--- src/rtl/fsc_pkg.sv ---
package fsc_pkg;
  localparam logic [3:0] C_NOP     = 4'd0;
  localparam logic [3:0] C_WREN    = 4'd1;
  localparam logic [3:0] C_WRDI    = 4'd2;
  localparam logic [3:0] C_PROG    = 4'd3;
  localparam logic [3:0] C_ERASE   = 4'd4;
  localparam logic [3:0] C_SUSP    = 4'd5;
  localparam logic [3:0] C_RESUME  = 4'd6;
  localparam logic [3:0] C_WRPROT  = 4'd7;
  localparam logic [3:0] C_LOCKDN  = 4'd8;
  localparam logic [3:0] C_IDPROG  = 4'd9;
  localparam logic [3:0] C_IDLOCK  = 4'd10;
  localparam logic [3:0] C_RSTEN   = 4'd11;
  localparam logic [3:0] C_RST     = 4'd12;
  localparam logic [3:0] C_RDSR    = 4'd13;

  typedef enum logic {OPK_PROG = 1'b0, OPK_ERASE = 1'b1} op_kind_e;
endpackage

--- src/rtl/fsc_op_timer.sv ---
module fsc_op_timer
  import fsc_pkg::*;
#(
  parameter int BUSY_CYCLES = 16
) (
  input  logic     clk,
  input  logic     rst_n,
  input  logic     start,
  input  op_kind_e start_kind,
  input  logic     pause,
  input  logic     resume,
  input  logic     abort,
  output logic     busy,
  output logic     done,
  output logic     paused,
  output op_kind_e kind
);
  localparam int CW = $clog2(BUSY_CYCLES + 1);
  localparam logic [CW-1:0] LOAD = CW'(BUSY_CYCLES);
  localparam logic [CW-1:0] LAST = CW'(1);

  logic [CW-1:0] cnt_q, cnt_d;
  logic          run_q, run_d;
  logic          paused_q, paused_d;
  op_kind_e      kind_q, kind_d;

  assign busy   = run_q;
  assign done   = run_q && (cnt_q == LAST);
  assign paused = paused_q;
  assign kind   = kind_q;

  always_comb begin
    cnt_d    = cnt_q;
    run_d    = run_q;
    paused_d = paused_q;
    kind_d   = kind_q;
    if (abort) begin
      run_d    = 1'b0;
      paused_d = 1'b0;
    end else if (start) begin
      cnt_d    = LOAD;
      run_d    = 1'b1;
      paused_d = 1'b0;
      kind_d   = start_kind;
    end else if (run_q) begin
      cnt_d = cnt_q - LAST;
      if (done) begin
        run_d = 1'b0;
      end else if (pause) begin
        run_d    = 1'b0;
        paused_d = 1'b1;
      end
    end else if (paused_q && resume) begin
      run_d    = 1'b1;
      paused_d = 1'b0;
    end
  end

  always_ff @(posedge clk or negedge rst_n) begin
    if (!rst_n) begin
      cnt_q    <= '0;
      run_q    <= 1'b0;
      paused_q <= 1'b0;
      kind_q   <= OPK_PROG;
    end else begin
      cnt_q    <= cnt_d;
      run_q    <= run_d;
      paused_q <= paused_d;
      kind_q   <= kind_d;
    end
  end

  p_pause_stops_r6: assert property (@(posedge clk) disable iff (!rst_n)
    (run_q && pause && !done && !abort && !start) |=> (!run_q && paused_q));
  p_run_xor_pause_r6: assert property (@(posedge clk) disable iff (!rst_n)
    !(run_q && paused_q));
  p_start_runs_r4: assert property (@(posedge clk) disable iff (!rst_n)
    (start && !abort) |=> (run_q && !done));
endmodule

--- src/rtl/fsc_rst_arm.sv ---
module fsc_rst_arm (
  input  logic clk,
  input  logic rst_n,
  input  logic cmd_valid,
  input  logic is_rsten,
  input  logic busy,
  output logic armed
);
  logic armed_q, armed_d;

  assign armed = armed_q;

  always_comb begin
    armed_d = armed_q;
    if (cmd_valid) armed_d = is_rsten && !busy;
  end

  always_ff @(posedge clk or negedge rst_n) begin
    if (!rst_n) armed_q <= 1'b0;
    else        armed_q <= armed_d;
  end

  p_arm_from_rsten_r11: assert property (@(posedge clk) disable iff (!rst_n)
    $rose(armed_q) |-> $past(cmd_valid && is_rsten));
endmodule

--- src/rtl/flash_stat_ctrl.sv ---
module flash_stat_ctrl
  import fsc_pkg::*;
#(
  parameter int BUSY_CYCLES = 16
) (
  input  logic       clk,
  input  logic       rst_n,
  input  logic       cmd_valid,
  input  logic [3:0] cmd_code,
  output logic [7:0] status,
  output logic       cmd_accept,
  output logic       op_done
);
  logic     wel_q, wel_d, wpld_q, wpld_d, sec_q, sec_d, acc_q, acc_d;
  logic     start, pause, resume, abort;
  op_kind_e start_kind;
  logic     busy, done, paused, armed;
  op_kind_e kind;
  logic     idle, can_start;

  fsc_op_timer #(.BUSY_CYCLES(BUSY_CYCLES)) i_timer (
    .clk(clk), .rst_n(rst_n), .start(start), .start_kind(start_kind),
    .pause(pause), .resume(resume), .abort(abort), .busy(busy),
    .done(done), .paused(paused), .kind(kind)
  );

  fsc_rst_arm i_arm (
    .clk(clk), .rst_n(rst_n), .cmd_valid(cmd_valid),
    .is_rsten(cmd_code == C_RSTEN), .busy(busy), .armed(armed)
  );

  assign idle      = !busy;
  assign can_start = idle && !paused && wel_q;

  always_comb begin
    wel_d      = wel_q;
    wpld_d     = wpld_q;
    sec_d      = sec_q;
    acc_d      = 1'b0;
    start      = 1'b0;
    start_kind = OPK_PROG;
    pause      = 1'b0;
    resume     = 1'b0;
    abort      = 1'b0;
    if (cmd_valid) begin
      unique case (cmd_code)
        C_WREN:   if (idle) wel_d = 1'b1;
        C_WRDI:   if (idle) wel_d = 1'b0;
        C_PROG:   if (can_start) begin start = 1'b1; acc_d = 1'b1; end
        C_ERASE:  if (can_start) begin
                    start = 1'b1; start_kind = OPK_ERASE; acc_d = 1'b1;
                  end
        C_IDPROG: if (can_start && !sec_q) begin start = 1'b1; acc_d = 1'b1; end
        C_SUSP:   if (busy && !done) begin pause = 1'b1; wel_d = 1'b0; end
        C_RESUME: if (idle && paused) resume = 1'b1;
        C_WRPROT: if (idle && wel_q && !wpld_q) begin
                    acc_d = 1'b1; wel_d = 1'b0;
                  end
        C_LOCKDN: if (idle && wel_q) begin
                    acc_d = 1'b1; wel_d = 1'b0; wpld_d = 1'b1;
                  end
        C_IDLOCK: if (idle && wel_q) begin
                    acc_d = 1'b1; wel_d = 1'b0; sec_d = 1'b1;
                  end
        C_RST:    if (idle && armed) begin wel_d = 1'b0; abort = 1'b1; end
        default:  ;
      endcase
    end
    if (done) wel_d = 1'b0;
  end

  always_ff @(posedge clk or negedge rst_n) begin
    if (!rst_n) begin
      wel_q  <= 1'b0;
      wpld_q <= 1'b0;
      sec_q  <= 1'b0;
      acc_q  <= 1'b0;
    end else begin
      wel_q  <= wel_d;
      wpld_q <= wpld_d;
      sec_q  <= sec_d;
      acc_q  <= acc_d;
    end
  end

  assign status = {2'b00, sec_q, wpld_q,
                   paused && (kind == OPK_PROG),
                   paused && (kind == OPK_ERASE),
                   wel_q, busy};
  assign cmd_accept = acc_q;
  assign op_done    = done;

  p_accept_needs_wel_r3: assert property (@(posedge clk) disable iff (!rst_n)
    cmd_accept |-> $past(wel_q));
  p_done_clears_wel_r4: assert property (@(posedge clk) disable iff (!rst_n)
    op_done |=> !wel_q);
  p_lockdown_held_r9: assert property (@(posedge clk) disable iff (!rst_n)
    wpld_q |=> wpld_q);
  p_idlock_held_r10: assert property (@(posedge clk) disable iff (!rst_n)
    sec_q |=> sec_q);
  p_busy_freezes_wel_r5: assert property (@(posedge clk) disable iff (!rst_n)
    (busy && !done && !(cmd_valid && cmd_code == C_SUSP)) |=> $stable(wel_q));
endmodule

--- config.mk ---
export PLATFORM = sky130hd
export DESIGN_NAME = flash_stat_ctrl
export DESIGN_NICKNAME = d
export VERILOG_FILES = /design/src/rtl/fsc_pkg.sv /design/src/rtl/fsc_op_timer.sv /design/src/rtl/fsc_rst_arm.sv /design/src/rtl/flash_stat_ctrl.sv
export SDC_FILE = /design/constraint.sdc
export NUM_CORES = 1
export LEC_CHECK = 0
export ABC_AREA = 1
export BUFFER_PORTS_ARGS = -buffer_cell sky130_fd_sc_hd__buf_2
export CORE_MARGIN = 2
export CORE_UTILIZATION = 53
export DETAILED_ROUTE_END_ITERATION = 12
export HOLD_SLACK_MARGIN = 0.08
export PLACE_DENSITY = 0.86
export SETUP_SLACK_MARGIN = 0.02
export SYNTH_ARGS = -nofsm -noshare
export SYNTH_HDL_FRONTEND = slang
export SYNTH_SLANG_ARGS = --single-unit
--- constraint.sdc ---
create_clock -name clk -period 1.4 [get_ports clk]
set_input_delay 0.42 -clock clk [delete_from_list [all_inputs] [get_ports clk]]
set_output_delay 0.42 -clock clk [all_outputs]
set_load 0.02 [all_outputs]
== Yosys cells after proc, flatten, opt, wreduce, memory -nomap -nowiden ==
Index checks and enable logic that the tools add are counted.
Word-level totals
  register bits after elaboration: 13
  bits of input ports: 7
  output and inout port bits: 10
  logic and storage cells: 105
Operators by class
  add/sub/neg operators: 1
  equal/unequal tests: 21
  muxes and demuxes: 42
  bitwise logic cells: 2
  reductions and logical operators: 30
Operators by type and width (number)
  $mux W1: 37
  $eq A4 B4 Y1 const B: 5
  $eq A4 B3 Y1 const B: 4
  $ne A3 B3 Y1 const B: 5
  $logic_and A1 B1 Y1: 13
  $mux W5: 2
  $reduce_and A3 Y1: 3
  $eq A4 B2 Y1 const B: 2
  $reduce_and A8 Y1: 1
  $reduce_bool A7 Y1: 1
  $pmux W1 S6: 1
  $eq A5 B1 Y1 const B: 1
  $logic_not A1 Y1: 5
  $sub A5 B1 Y5 const B: 1
  $eq A4 B1 Y1 const B: 1
  $ne A4 B2 Y1 const B: 1
  $ne A4 B3 Y1 const B: 1
  $pmux W1 S4: 1
  $reduce_and A2 Y1: 2
  $reduce_bool A2 Y1: 2
  $reduce_bool A4 Y1: 1
  $reduce_or A2 Y1: 2
  $ne A3 B1 Y1 const B: 1
  $not A1 Y1: 2
  $pmux W1 S2: 1

== Logic depth before layout (Yosys ltp) ==
  word-level depth: 12
  mapped depth: 11
  mapped depth without buffers: 11

== Modules after synthesis ==
From an unflattened synthesis, not the netlist that was laid out.
Second synthesis, totals
  cells, all modules: 158
  area total of the unflattened synthesis: 1058.5 µm²
By module, submodules not included
  flash_stat_ctrl: times used 1, cells an instance 99, area each 549.3 µm², sequential area each 100.1 µm²
  fsc_op_timer: times used 1, cells an instance 53, area each 464.2 µm², sequential area each 200.2 µm²
  fsc_rst_arm: times used 1, cells an instance 6, area each 45.0 µm², sequential area each 25.0 µm²

== Worst setup path before layout ==
OpenSTA, ideal clock, no wires.
  kind: register to output
  start: reg i_timer.cnt_q[1]
  end: out op_done
  arrival time: 0.948 ns
  required time: 0.980 ns
  slack: 0.032 ns
  stages on the path, launching flop included: 5
  buffers on the path: 0
  cells stage by stage: dfrtp_1 > inv_1 > ha_1 > nand4_1 > inv_1
Between the ends
  word-level cells in the longest chain between the ends: 2
RTL lines
  start, declared: line fsc_op_timer.sv:22  | logic [CW-1:0] cnt_q, cnt_d;
  start signal, assigned: line fsc_op_timer.sv:66  | cnt_q <= cnt_d;
  $eq A5 B1 Y1: line fsc_op_timer.sv:28  | assign done = run_q && (cnt_q == LAST);
  $logic_and A1 B1 Y1: line fsc_op_timer.sv:28
  end, declared: line flash_stat_ctrl.sv:12  | output logic op_done
Every way passes these cells.

== Final worst setup path ==
Same ends and word-level chain as after synthesis.

==> metrics.txt <==
Worst R2R Path Depth 9; HP Start cmd_code[3]; Hold Path Class input port to flip-flop; total track usage 26.2%; cells after synthesis 142; worst path required time 0.98 ns; Die X 46.4 um; TritonCTS Buffers 3; Hold Crit Depth 3; Seq/Total Area, Yosys 34.2%; outcome finished with violations; Layout Area Growth over Synthesis 35.9%; CTS clk-pin slew, worst paths ~0.070 ns; RSZ-0062 raised after global routing yes; Worst Skew around 0.0074 ns; Fmax 631 MHz; crit end category output port; min cycle time layout 1.58 ns; TNS Setup -0.663 ns; Die Area roughly 2200 sq um; commonest non-fill, non-tap cell in the layout nand2_1; CP Class flip-flop to output port; H-tree levels 1; Worst R2R Setup Slack -0.14 ns; flop and latch count out of synthesis 13; peak supply drop 576 uV; Slew Limit Fails 0; clock sink count 13; first-pass GRT wire length 3910 um; Placer Congestion 0.895; top post-synthesis cells by area dfrtp_1, nand2_1, inv_1, nor2_1, buf_4; number of diodes 0; synthesized area around 950 sq um; PnR worst setup slack -0.184 ns; Die Ht 46.4 um; DRT Pass-1 Iters 4; Hold Fails Final Rpt 0; WP data arrival 1.16 ns; Cell variety after synth 25; pre-CTS setup slack -0.0828 ns; failing checks negative setup slack; total gr overflow 0; CP Max Fanout 2; r2r startpoint i_timer.cnt_q[1]; area leader, netlist dfrtp_1; IO Count 17; Placed Cells incl. Taps 191; pwr dens 1260 nW/um^2; Crit Reg-Reg Endpoint i_timer.cnt_q[4]; drt drc 0; CTS Buffer Depth 2; root buf cell clkbuf_4; fin crit share 113%; FP Rows 15; antenna violations before repair 0; via count just over 1,000; Hold EP wpld_q; Yosys Warn Count 0; layout cells sized above 1 35.9%; hold_ws 0.477 ns; setup violators final 7; area of the core 1710 sq um; initial core utilization 55.8%; Clk Latency, worst-skew pair approximately 0.28 ns; via/cell ratio 4.94; Routed Antenna Nets 0; most frequent cells in the layout nand2_1, buf_4, inv_1, nor2_1, dfrtp_1; vias in the first global route just over 900; CTS tree yes; pin count of the biggest net entering global routing 14; final std cells w/o fill 206; drt wl/cell 11.5 um; DRT iter0 DRCs 27; Synth top area share 34.2%; Leak 0.743 nW; startpoint types flip-flop; # nets final 191; MaxCap Viol Count 0; synthesized area per cell 6.71 sq um; post-DP HPWL 1760 um; PortBufs 14; Post-Route WL 2370 um
## routing by layer
| metal | part of all wire (%) | track usage, % |
|---|---|---|
| met5 | 0 | 0 |
| met1 | 40 | 29.5 |
| met3 | 4.0 | 6.67 |
| met4 | 2.9 | 14.9 |
| met2 | 54 | 44.4 |
## sequential cells by signal (all words and copies together) (netlist names)
register	flops
cmd_accept	1
i_arm.armed	1
i_timer.busy	1
i_timer.cnt_q	5
i_timer.kind	1
i_timer.paused	1
sec_q	1
wel_q	1
wpld_q	1
## synth_stat cells
cell type   n
a21oi_1     4
a31oi_1     1
a32o_1      1
buf_4       7
conb_1      1
dfrtp_1    13
ha_1        2
inv_1      18
inv_2       3
nand2_1    45
nand2_2     2
nand2_4     2
nand3_1     8
nand3b_1    1
nand4_1     3
nor2_1     16
nor2_2      4
nor3b_1     1
o211ai_1    1
o21ai_0     3
o21bai_1    1
o22ai_1     2
o31ai_1     1
xnor2_1     1
xor2_1      1
## critical path, cell delays in order, from the launching register on
cell and delay (ns):
dfrtp_1 0.37, inv_2 0.07, ha_4 0.13, nand4_1 0.11, inv_1 0.09, buf_6 0.11
## power breakdown
| group | switching (mW) | internal (mW) | total (mW) |
|---|---|---|---|
| clock | 0.120 | 0.111 | 0.230 |
| sequential | 0.0835 | 0.478 | 0.562 |
| combinational | 0.452 | 0.385 | 0.837 |
## how the worst max path moves through the flow
stage	start	end	slack, ns	cells past startpoint
CTS	i_timer.cnt_q[1]	op_done	-0.22	5
floorplan	i_timer.cnt_q[1]	op_done	0.03	4
global route	i_timer.cnt_q[1]	op_done	-0.26	5
detailed placement	cmd_code[3]	wel_q	-0.08	11
global placement	cmd_code[1]	i_timer.cnt_q[4]	-0.04	11
finish	i_timer.cnt_q[1]	op_done	-0.18	5
## per-stage QoR
step / utilization (%) / area [sq um] / total power [mW]
CTS: 71.3 / 1220 / 1.52
global placement: 65.9 / 1120 / 1.18
finish: 75.8 / 1290 / 1.63
detailed placement: 65.9 / 1120 / 1.21
global route: 75.8 / 1290 / 1.77
floorplan: - / 956 / 1.03
## cells by family after synthesis
family | count (synthesis) | synth area share, %
AND/OR/NAND/NOR | 82 | 38.1
buffers and inverters | 28 | 13.8
AO/OA/AOI/OAI | 14 | 9.07
flip-flops | 13 | 34.2
XOR/XNOR | 2 | 1.84
adder cells (fa/ha/maj) | 2 | 2.63
other | 1 | 0.394
## final cells by class
cell class / count / area, sq um
Tap cell: 25 / 31.3
Sequential cell: 13 / 327
Timing Repair Buffer: 41 / 295
Multi-Input combinational cell: 102 / 536
Inverter: 21 / 78.8
Fill cell: 145 / 414
Clock buffer: 4 / 26.3
## repair_timing
action	CTS	global route
gates resized for setup	10	10
endpoints found under the hold margin	13	0
setup endpoints to repair	8	12
buffers inserted	4	6
pin swaps	1	0
hold buffers	1	0
Note: power is estimated with default switching activity, not from simulation.
